==> src/rtl/hexsel_pkg.sv <==
// Shared types and the nibble-to-segment lookup for the hex display block.
// Assumes segment vectors are active-high, ordered {g,f,e,d,c,b,a}.
package hexsel_pkg;

    typedef enum logic [1:0] {
        SRC_SWITCH = 2'd0,
        SRC_AUTO   = 2'd1,
        SRC_PRESS  = 2'd2
    } src_sel_e;

    // Map one hex nibble to its lit-segment pattern (active-high, bit 0 = a).
    function automatic logic [6:0] nibble_to_seg(input logic [3:0] nib);
        logic [6:0] pat;
        case (nib)
            4'h0: pat = 7'h3F;
            4'h1: pat = 7'h06;
            4'h2: pat = 7'h5B;
            4'h3: pat = 7'h4F;
            4'h4: pat = 7'h66;
            4'h5: pat = 7'h6D;
            4'h6: pat = 7'h7D;
            4'h7: pat = 7'h07;
            4'h8: pat = 7'h7F;
            4'h9: pat = 7'h6F;
            4'hA: pat = 7'h77;
            4'hB: pat = 7'h7C;
            4'hC: pat = 7'h39;
            4'hD: pat = 7'h5E;
            4'hE: pat = 7'h79;
            default: pat = 7'h71;
        endcase
        return pat;
    endfunction

endpackage

==> src/rtl/hexsel_tick.sv <==
// Periodic single-cycle pulse generator.
// Produces tick_o high for one cycle every PERIOD cycles; the first pulse
// comes PERIOD cycles after reset is released. Assumes PERIOD >= 1.
module hexsel_tick #(
    parameter int PERIOD = 10_000_000
) (
    input  logic clk,
    input  logic rst_n,
    output logic tick_o
);
    localparam int CW = $clog2(PERIOD + 1);
    localparam logic [CW-1:0] LAST = CW'(PERIOD - 1);

    logic [CW-1:0] phase_q;

    assign tick_o = (phase_q == LAST);

    // Advance the phase counter, returning to zero on the tick cycle.
    always_ff @(posedge clk) begin
        if (!rst_n) begin
            phase_q <= '0;
        end else if (tick_o) begin
            phase_q <= '0;
        end else begin
            phase_q <= phase_q + 1'b1;
        end
    end

endmodule

==> src/rtl/hexsel_debounce.sv <==
// Stable-time debouncer with a rising-edge event output.
// The clean level follows the raw input only after the input has stayed the
// same for STABLE cycles; any change restarts the count. rise_o is high for
// one cycle when the clean level goes from 0 to 1. Assumes raw_i is already
// synchronous to clk.
module hexsel_debounce #(
    parameter int STABLE = 1_000_000
) (
    input  logic clk,
    input  logic rst_n,
    input  logic raw_i,
    output logic clean_o,
    output logic rise_o
);
    localparam int CW = $clog2(STABLE + 1);
    localparam logic [CW-1:0] LAST = CW'(STABLE - 1);

    logic          prev_q;
    logic [CW-1:0] hold_q;
    logic          clean_q;
    logic          clean_d_q;

    // Track how long the raw level has held and commit it once stable.
    always_ff @(posedge clk) begin
        if (!rst_n) begin
            prev_q  <= 1'b0;
            hold_q  <= '0;
            clean_q <= 1'b0;
        end else begin
            prev_q <= raw_i;
            if (raw_i != prev_q) begin
                hold_q <= '0;
            end else if (hold_q == LAST) begin
                clean_q <= prev_q;
            end else begin
                hold_q <= hold_q + 1'b1;
            end
        end
    end

    // Keep last cycle's clean level for edge detection.
    always_ff @(posedge clk) begin
        if (!rst_n) begin
            clean_d_q <= 1'b0;
        end else begin
            clean_d_q <= clean_q;
        end
    end

    assign clean_o = clean_q;
    assign rise_o  = clean_q & ~clean_d_q;

endmodule

==> src/rtl/hexsel_counter.sv <==
// Wrapping event counter: adds one on every clock edge where evt_i is high.
// Wraps from all-ones to zero.
module hexsel_counter #(
    parameter int WIDTH = 16
) (
    input  logic             clk,
    input  logic             rst_n,
    input  logic             evt_i,
    output logic [WIDTH-1:0] count_o
);
    // Count events; natural overflow gives the wrap.
    always_ff @(posedge clk) begin
        if (!rst_n) begin
            count_o <= '0;
        end else if (evt_i) begin
            count_o <= count_o + 1'b1;
        end
    end

endmodule

==> src/rtl/hexsel_scan.sv <==
// Multiplexed seven-segment scanner.
// A one-hot digit select rotates toward higher indices every DWELL cycles,
// starting at digit 0 after reset. The enabled digit shows the matching
// nibble of val_i. Outputs are active-low. Assumes DIGITS >= 2.
module hexsel_scan
    import hexsel_pkg::*;
#(
    parameter int DIGITS = 8,
    parameter int DWELL  = 100_000
) (
    input  logic                clk,
    input  logic                rst_n,
    input  logic [4*DIGITS-1:0] val_i,
    output logic [6:0]          seg_n,
    output logic [DIGITS-1:0]   dig_n
);
    localparam int CW = $clog2(DWELL + 1);
    localparam logic [CW-1:0] LAST = CW'(DWELL - 1);

    logic [CW-1:0]     dwell_q;
    logic [DIGITS-1:0] sel_q;
    logic [3:0]        nib_arr [DIGITS];
    logic [3:0]        nib;

    // Split the display word into one nibble per digit.
    for (genvar g = 0; g < DIGITS; g++) begin : g_nib
        assign nib_arr[g] = val_i[4*g +: 4];
    end

    // Time each digit and rotate the one-hot select at the end of its dwell.
    always_ff @(posedge clk) begin
        if (!rst_n) begin
            dwell_q <= '0;
            sel_q   <= DIGITS'(1);
        end else if (dwell_q == LAST) begin
            dwell_q <= '0;
            sel_q   <= {sel_q[DIGITS-2:0], sel_q[DIGITS-1]};
        end else begin
            dwell_q <= dwell_q + 1'b1;
        end
    end

    // Pick the nibble of the enabled digit.
    always_comb begin
        nib = '0;
        for (int i = 0; i < DIGITS; i++) begin
            if (sel_q[i]) nib = nib | nib_arr[i];
        end
    end

    assign seg_n = ~nibble_to_seg(nib);
    assign dig_n = ~sel_q;

endmodule

==> src/rtl/hexsel_display.sv <==
// Top level: selectable hex source display.
// Chooses among a switch word, a periodic auto counter and a button-press
// counter, then shows the result, zero-extended, on a strobed display.
// Assumes all inputs are synchronous to clk; sel_press outranks sel_auto.
module hexsel_display
    import hexsel_pkg::*;
#(
    parameter int VAL_W         = 16,
    parameter int DIGITS        = 8,
    parameter int TICK_CYCLES   = 10_000_000,
    parameter int STABLE_CYCLES = 1_000_000,
    parameter int SCAN_CYCLES   = 100_000
) (
    input  logic              clk,
    input  logic              rst_n,
    input  logic [VAL_W-1:0]  sw_val,
    input  logic              sel_auto,
    input  logic              sel_press,
    input  logic              press_btn,
    output logic [6:0]        seg_n,
    output logic [DIGITS-1:0] dig_n
);
    localparam int DISP_W = 4 * DIGITS;

    logic             tick;
    logic             press_clean;
    logic             press_evt;
    logic [VAL_W-1:0] auto_count;
    logic [VAL_W-1:0] press_count;
    src_sel_e         src;
    logic [VAL_W-1:0] shown_val;
    logic [DISP_W-1:0] disp_val;

    hexsel_tick #(.PERIOD(TICK_CYCLES)) u_tick (
        .clk    (clk),
        .rst_n  (rst_n),
        .tick_o (tick)
    );

    hexsel_counter #(.WIDTH(VAL_W)) u_auto_cnt (
        .clk     (clk),
        .rst_n   (rst_n),
        .evt_i   (tick),
        .count_o (auto_count)
    );

    hexsel_debounce #(.STABLE(STABLE_CYCLES)) u_debounce (
        .clk     (clk),
        .rst_n   (rst_n),
        .raw_i   (press_btn),
        .clean_o (press_clean),
        .rise_o  (press_evt)
    );

    hexsel_counter #(.WIDTH(VAL_W)) u_press_cnt (
        .clk     (clk),
        .rst_n   (rst_n),
        .evt_i   (press_evt),
        .count_o (press_count)
    );

    // Priority decode of the two select buttons.
    always_comb begin
        if (sel_press)     src = SRC_PRESS;
        else if (sel_auto) src = SRC_AUTO;
        else               src = SRC_SWITCH;
    end

    // Route the chosen source to the display.
    always_comb begin
        case (src)
            SRC_PRESS: shown_val = press_count;
            SRC_AUTO:  shown_val = auto_count;
            default:   shown_val = sw_val;
        endcase
    end

    assign disp_val = {{(DISP_W - VAL_W){1'b0}}, shown_val};

    hexsel_scan #(.DIGITS(DIGITS), .DWELL(SCAN_CYCLES)) u_scan (
        .clk   (clk),
        .rst_n (rst_n),
        .val_i (disp_val),
        .seg_n (seg_n),
        .dig_n (dig_n)
    );

endmodule

==> config.mk <==
export PLATFORM = sky130hd
export DESIGN_NAME = hexsel_display
export DESIGN_NICKNAME = d
export VERILOG_FILES = /design/src/rtl/hexsel_pkg.sv /design/src/rtl/hexsel_tick.sv /design/src/rtl/hexsel_debounce.sv /design/src/rtl/hexsel_counter.sv /design/src/rtl/hexsel_scan.sv /design/src/rtl/hexsel_display.sv
export SDC_FILE = /design/constraint.sdc
export NUM_CORES = 1
export LEC_CHECK = 0
export CAP_MARGIN = 15
export CELL_PAD_IN_SITES_DETAIL_PLACEMENT = 1
export CELL_PAD_IN_SITES_GLOBAL_PLACEMENT = 2
export CORE_UTILIZATION = 39
export CTS_CLUSTER_SIZE = 25
export DETAILED_ROUTE_END_ITERATION = 6
export PLACE_DENSITY = 0.89
export SYNTH_ARGS = -nofsm -noshare
export SYNTH_HDL_FRONTEND = slang
export SYNTH_SLANG_ARGS = --single-unit
==> constraint.sdc <==
create_clock -name clk -period 4.5 [get_ports clk]
set_clock_uncertainty 0.05 [all_clocks]
set_input_delay 0.675 -clock clk [delete_from_list [all_inputs] [get_ports clk]]
set_output_delay 0.675 -clock clk [all_outputs]
set_load 0.01 [all_outputs]
==> metrics, run 1 <==
n_diodes 0; clk sinks 104; Post-synth EDFFs 0; worst-path fanout max 14; Post-Syn Area 5120 um2; fin. max-slew vios 0; CTS Hold Bufs 0; Switch Pwr 0.415 mW; syn avg cell area 8.40 um2; Compound-Gate Fraction of Synth Area 7.73%; die width 117 um; Final Wtd Congestion 0.848; Clk Latency, worst-skew pair 0.35 ns; crit path kind primary input to output pin; ys flop type dfxtp_1; clock buffer count from CTS 9; initial antenna violation count 0; cells after synthesis 609; Syn Nets 642; Cell Pwr Density 302 nW/um2; LEAKAGE 2.08 nW; 1st-pass router iterations 4; max_cap viols 0; fmax 237 MHz; Synth Warn # 0; hold_ws 0.411 ns; Yosys reg bits 104; number of I/O pins 36; setup violators final 0; Hold Violations, Final 0; Tightest Pin Transition 0.900 ns; postcts setup bufs 0; Synth Area in Adders 2.93%; post-route ant nets 0; H-Tree Level Count 3; full die area 13600 um2; Hold WC Path Type flip-flop to flip-flop; relative max-transition margin 40.0%; Netlist cell types 44; FF+latch area 2080 um2; crit path time final 4.22 ns; CP endpoint kind output pin; CP startpoint kind primary input; Max VDD drop 263 uV; CTS tree built; Int Power 1.37 mW; Final nets 673; CTS clk-pin slew, worst paths 0.06 ns; footprint of the multi-input gates 2860 um2; required time of the worst setup path 3.77 ns; sequential-to-total area share from yosys stat 40.7%; worst endpoint data arrival time 3.49 ns; pin count of the biggest net entering global routing 38; slowest CP cell clkdlybuf4s50_1; Die H 117 um; Total Routing Usage GR 19.4%; Comb pwr share 6.6%; run status finished clean; initial DRC count 130; Crit path max-delay family buffers and inverters; Port Buf Inserts 35; maximum clock path buffer count 2; first-pass GRT wire length 20500 um; Post-CTS Resized 0; setup TNS 0 ns; Root Buffer clkbuf_16; Synth async-reset ratio 0%; # fillers 1530; vias in the first global route 4311; CP peak stage delay 0.66 ns; Final period util 93.7%; Net Sw Frac 23.2%; Clock Power Share 41.2%; vias per inst 5.26; number of remaining DRC errors 0; worst-path cell chain clkdlybuf4s50_1 > inv_1 > o21ai_0 > o22ai_1 > nor2_1 > inv_1 > ha_1 > mux2_2 > o21ai_0 > clkdlybuf4s50_1; HPWL after DPL 9120 um; part of the power in registers 52.2%; RSZ-0062 raised after global routing false; via count 4301; per-cell routed wire length 15.1 um; Layout area overhead 15.9%; initial core utilization 40.2%; Post-Synth XOR/XNOR Area 12.8%; core area 12700 um2; gr ovfl total 0; Routed Wire Length 12300 um; Rows 41; main combinational cell family by area after synthesis simple AND/OR/NAND/NOR gates; layout cells sized above 1 4.19%; simple-gate share of the synthesized area 27.7%; mux cell area share after synthesis 4.72%; Crit path buffers/inverters 4
-- per-layer routing --
| metal | vias up | GRT usage, % | wire (um) |
|---|---|---|---|
| li1 | 2155 | - | - |
| met2 | 51 | 33.4 | 6000 |
| met3 | 20 | 4.10 | 391 |
| met5 | - | 0 | 0 |
| met1 | 2075 | 23.5 | 5710 |
| met4 | 0 | 7.85 | 228 |
-- cells by family (layout without fill, tap and decap cells) --
kind of cell,count (synthesis),in the layout
xor+xnor,75,75
flops,104,104
simple gates,285,285
compound gates,66,66
buf+inv,43,79
mux,24,24
fa+ha+maj,12,12
-- per-stage QoR --
step / instance area [um2] / total power, mW / setup WS [ns] / std cells / util, %
3_5_place_dp: 5650 / 1.07 / 0.285 / 801 / 44.4
3_3_place_gp: 5650 / 1.07 / 0.377 / 801 / 44.4
4_1_cts: 5930 / 1.82 / 0.280 / 817 / 46.6
2_1_floorplan: 5120 / 1.02 / 1.23 / 609 / -
6_report: 5930 / 1.79 / 0.285 / 817 / 46.6
5_1_grt: 5930 / 1.87 / 0.0476 / 817 / 46.6
-- sequential cells by signal, summed over array words and instances, names as in the netlist --
signal and cells:
u_press_cnt.count_o 16, u_tick.phase_q 24, u_scan.dwell_q 17, u_debounce.clean_d_q 1
u_debounce.prev_q 1, u_scan.sel_q 8, u_auto_cnt.count_o 16, u_debounce.clean_o 1
u_debounce.hold_q 20
-- layout make-up --
class / count / area share [%]
flip-flops and latches: 104 / 35.1
clock buffers: 12 / 4.16
clock inverters: 4 / 0.485
well taps: 172 / 3.63
inverters: 21 / 1.33
repair buffers: 42 / 7.01
multi-input cells: 462 / 48.3
-- power by group through the flow --
stage	sequential (mW)	clock (mW)	combinational, mW
after detailed placement	0.955	0	0.120
after global placement	0.954	0	0.116
after global routing	0.934	0.802	0.132
final	0.934	0.737	0.119
after CTS	0.933	0.768	0.121
after floorplan	0.953	0	0.0681
-- worst register-to-register path: cells and delay by family, from the launching register on --
kind	cells	cell delay, ns
simple gates	5	1.50
buf+inv	1	0.25
flops	1	0.37
fa+ha+maj	1	0.21
-- worst paths after layout --
| check | slack, ns | cells past startpoint | endpoint | from |
|---|---|---|---|---|
| worst max register to register | 1.97 | 7 | u_tick.phase_q[2] | u_tick.phase_q[0] |
| worst max-delay path | 0.28 | 10 | seg_n[1] | sel_press |
| worst min-delay path | 0.41 | 1 | u_tick.phase_q[0] | u_tick.phase_q[0] |
| worst min register to register | 0.41 | 1 | u_tick.phase_q[0] | u_tick.phase_q[0] |
-- placed cells by master, fill, tap and decap left out, types with 20 or more instances in the layout --
| master | n |
|---|---|
| nand3_1 | 30 |
| xor2_1 | 50 |
| nand4_1 | 26 |
| o21ai_0 | 25 |
| clkdlybuf4s50_1 | 35 |
| dfxtp_1 | 104 |
| inv_1 | 20 |
| xnor2_1 | 25 |
| mux2i_1 | 23 |
| nand2_1 | 45 |
| nor2_1 | 105 |
-- cells in the mapped netlist (2+ instances only) --
cell type	n	share of area [%]
o22ai_1	7	0.86
nand3_1	30	2.9
ha_1	12	2.9
o31ai_1	2	0.29
and3_1	11	1.3
buf_2	9	0.88
nand3b_1	2	0.29
clkbuf_1	12	0.88
or3_1	10	1.2
nand2b_1	5	0.61
o21ai_0	25	2.4
nand4_1	26	3.2
nor3_1	7	0.68
xor2_1	50	8.6
nor2_1	105	7.7
and4_1	8	1.4
o221ai_1	3	0.51
mux2i_1	23	4.5
nor2b_1	11	1.3
a21oi_1	14	1.4
nand2_1	45	3.3
nor4_1	7	0.86
xnor2_1	25	4.3
and2_1	6	0.73
a211oi_1	10	1.5
nor4b_1	3	0.51
inv_1	20	1.5
dfxtp_1	104	41
nor3b_1	2	0.29
(Power assumes the default switching activity.)
==> run 2, diff against run 1 <==
--- a/config.mk
+++ b/config.mk
@@ -11,6 +11,7 @@
 export CORE_UTILIZATION = 39
 export CTS_CLUSTER_SIZE = 25
 export DETAILED_ROUTE_END_ITERATION = 6
+export HOLD_SLACK_MARGIN = 0.15
 export PLACE_DENSITY = 0.89
 export SYNTH_ARGS = -nofsm -noshare
 export SYNTH_HDL_FRONTEND = slang
==> results of run 2 <==
The final DEF is identical to that of run 1; final timing and power are the same.
==> run 3, diff against run 2 <==
--- a/config.mk
+++ b/config.mk
@@ -5,10 +5,11 @@
 export SDC_FILE = /design/constraint.sdc
 export NUM_CORES = 1
 export LEC_CHECK = 0
+export ABC_AREA = 1
 export CAP_MARGIN = 15
 export CELL_PAD_IN_SITES_DETAIL_PLACEMENT = 1
 export CELL_PAD_IN_SITES_GLOBAL_PLACEMENT = 2
-export CORE_UTILIZATION = 39
+export CORE_UTILIZATION = 36
 export CTS_CLUSTER_SIZE = 25
 export DETAILED_ROUTE_END_ITERATION = 6
 export HOLD_SLACK_MARGIN = 0.15
@@ -16,3 +17,4 @@
 export SYNTH_ARGS = -nofsm -noshare
 export SYNTH_HDL_FRONTEND = slang
 export SYNTH_SLANG_ARGS = --single-unit
+export TNS_END_PERCENT = 50
==> metrics, run 3 <==
run status finished clean; CTS clk-pin slew, worst paths 0.08 ns (+0.02 ns); most common cell in the netlist nand2_1; Reg with most FFs u_tick.phase_q; Die H 130 um (+11%); clock buffer count from CTS 9 (unchanged); clk sinks 104 (unchanged); Clock Power Share 43.1% (+1.9 points); Syn Nets 912 (+42%); leading area contributor after synthesis dfxtp_1; most common cell after layout, fill and taps aside nand2_1; die width 130 um (+11%); post-route ant nets 0 (unchanged); worst-path cell chain clkdlybuf4s50_1 > nor2_4 > nand2_1 > nand3_1 > nand2_1 > nand2_1 > nor2_1 > inv_1 > ha_1 > inv_1 > nand3_1 > nand2_1 > clkdlybuf4s50_1; top cell type's share of synthesized area 35.4% (-5.3 points); Comb pwr share 5.7% (-0.9 points); Post-Place Worst Slack 0.326 ns (+0.0409 ns); number of I/O pins 36 (unchanged); vias in the first global route 5335 (+24%); Routed Wire Length 15100 um (+22%); max reg flops 24 (unchanged); Clk Latency, worst-skew pair 0.36 ns (about the same); initial antenna violation count 0 (unchanged); Hold WC Path Type flip-flop to flip-flop; RSZ-0062 raised after global routing false; setup TNS 0 ns (unchanged); Net Sw Frac 25.3% (+2.1 points); Root Buffer clkbuf_16; CP startpoint kind primary input; initial DRC count 267 (+110%); LEAKAGE 2.50 nW (+20%); worst endpoint data arrival time 3.46 ns (-0.03 ns); number of remaining DRC errors 0 (unchanged); crit path kind primary input to output pin; via count 5521 (+28%); Synth Warn # 0 (unchanged); H-Tree Level Count 3 (unchanged); Netlist cell types 38 (-14%); Final period util 93.0% (-0.71 points); CTS tree built; Post-synth top cells nand2_1, dfxtp_1, inv_1; Tightest Pin Transition 0.795 ns (-0.106 ns); 1st-pass router iterations 4 (unchanged); core area 15900 um2 (+25%); crit path time final 4.18 ns (-0.0319 ns); Post-Syn Area 5880 um2 (+15%); Synth async-reset ratio 0% (unchanged); part of the power in registers 51.2% (-1.0 points); Switch Pwr 0.458 mW (+11%); CTS Hold Bufs 0 (unchanged); placed inst area 6380 um2 (+13%); Max VDD drop 184 uV (-30%); max_cap viols 0 (unchanged); slowest CP cell clkdlybuf4s50_1; commonest non-fill, non-tap cells in the layout nand2_1, dfxtp_1, inv_1; pin count of the biggest net entering global routing 29 (-24%); CP most frequent cell nand2_1; sequential-to-total area share from yosys stat 35.4% (-5.3 points); n_diodes 0 (unchanged); full die area 16900 um2 (+24%); maximum clock path buffer count 2 (unchanged); Final Wtd Congestion 0.791 (-6.7%); worst-path fanout max 16 (+2); gr ovfl total 0 (unchanged); HPWL after DPL 11300 um (+24%); PnR worst setup slack 0.317 ns (+0.0319 ns); Hold Violations, Final 0 (unchanged); total power 1.81 mW (+1.4%); fmax 239 MHz (+0.76%); CP peak stage delay 0.78 ns (+0.12 ns); cells after synthesis 879 (+44%); Cell Pwr Density 272 nW/um2 (-9.9%); setup violators final 0 (unchanged); Post-synth EDFFs 0 (unchanged); top cells by area, synth dfxtp_1, nand2_1, nand3_1; syn avg cell area 6.69 um2 (-20%); layout cells sized above 1 7.11% (+2.9 points); initial core utilization 36.9% (-3.3 points); CP endpoint kind output pin; ys flop type dfxtp_1; fin. max-slew vios 0 (unchanged); postcts setup bufs 0 (unchanged); Final nets 942 (+40%); first-pass GRT wire length 25700 um (+26%); largest registers u_tick.phase_q x24, u_debounce.hold_q x20, u_scan.dwell_q x17; Yosys reg bits 104 (unchanged); final instance area 6670 um2 (+13%); Int Power 1.36 mW (-1.3%); Port Buf Inserts 35 (unchanged); Total Routing Usage GR 19.0% (-0.37 points); Rows 46 (+12%); required time of the worst setup path 3.77 ns (about the same); relative max-transition margin 47.0% (+7.0 points); Post-CTS Resized 0 (unchanged); Layout area overhead 13.4%; per-cell routed wire length 13.3 um (-12%); vias per inst 4.89 (-7.2%)
[run 3: cell count changes after synthesis, moves of 18 or more]
cell	before	now
a21oi_1	14	66
inv_1	20	100
mux2i_1	23	0
nand2_1	45	240
nand3_1	30	76
nor3_1	7	26
xnor2_1	25	7
xor2_1	50	23
[run 3: routing by layer]
layer | vias up | part of all wire, % | track usage (%)
li1 | 2886 | - | -
met1 | 2568 | 51 | 25.9
met2 | 54 | 45 | 30.8
met3 | 13 | 2.7 | 3.53
met4 | 0 | 1.3 | 5.27
met5 | - | 0 | 0
[run 3: path summary, 6_finish.rpt]
kind                                          from                    end  slack [ns]  cells after the start
worst max register to register   u_tick.phase_q[0]  u_auto_cnt.count_o[3]        2.59                      8
worst min-delay path            u_debounce.clean_o   u_debounce.clean_d_q        0.40                      2
worst min register to register  u_debounce.clean_o   u_debounce.clean_d_q        0.40                      2
worst max-delay path                      sel_auto               seg_n[1]        0.32                     13
[run 3: metrics by stage]
stage          utilization, %  std cells  hold WS (ns)
6_report                 41.9       1130         0.397
5_1_grt                  41.9       1130         0.436
4_1_cts                  41.9       1130         0.401
3_5_place_dp             40.0       1114         0.382
3_3_place_gp             40.0       1114         0.379
2_1_floorplan               -        879         0.367
[run 3: cell type report]
| type | count | area [um2] |
|---|---|---|
| clock buffers | 9 | 225 |
| clock inverters | 7 | 66.3 |
| fillers | 2111 | 9270 |
| inverters | 108 | 405 |
| multi-input cells | 648 | 3250 |
| flip-flops and latches | 104 | 2080 |
| well taps | 216 | 270 |
| repair buffers | 38 | 373 |
[run 3: power by group through the flow]
| stage | Sequential [mW] | Combinational [mW] | Clock, mW |
|---|---|---|---|
| floorplan | 0.950 | 0.0668 | 0 |
| global placement | 0.951 | 0.103 | 0 |
| detailed placement | 0.951 | 0.104 | 0 |
| CTS | 0.930 | 0.105 | 0.812 |
| global route | 0.931 | 0.118 | 0.840 |
| finish | 0.929 | 0.103 | 0.782 |
[run 3: critical path, delay by kind of cell]
family / cells / cell delay, ns
buffers and inverters: 4 / 1.53
and+or+nand+nor: 8 / 0.96
adders and majority gates: 1 / 0.29
[run 3: cell families after synthesis]
group | count (synthesis) | share of synthesized area (%)
flops | 104 | 35.4
xor+xnor | 30 | 4.47
fa+ha+maj | 12 | 2.55
buf+inv | 127 | 9.36
simple gates | 501 | 39.0
compound gates | 105 | 9.23
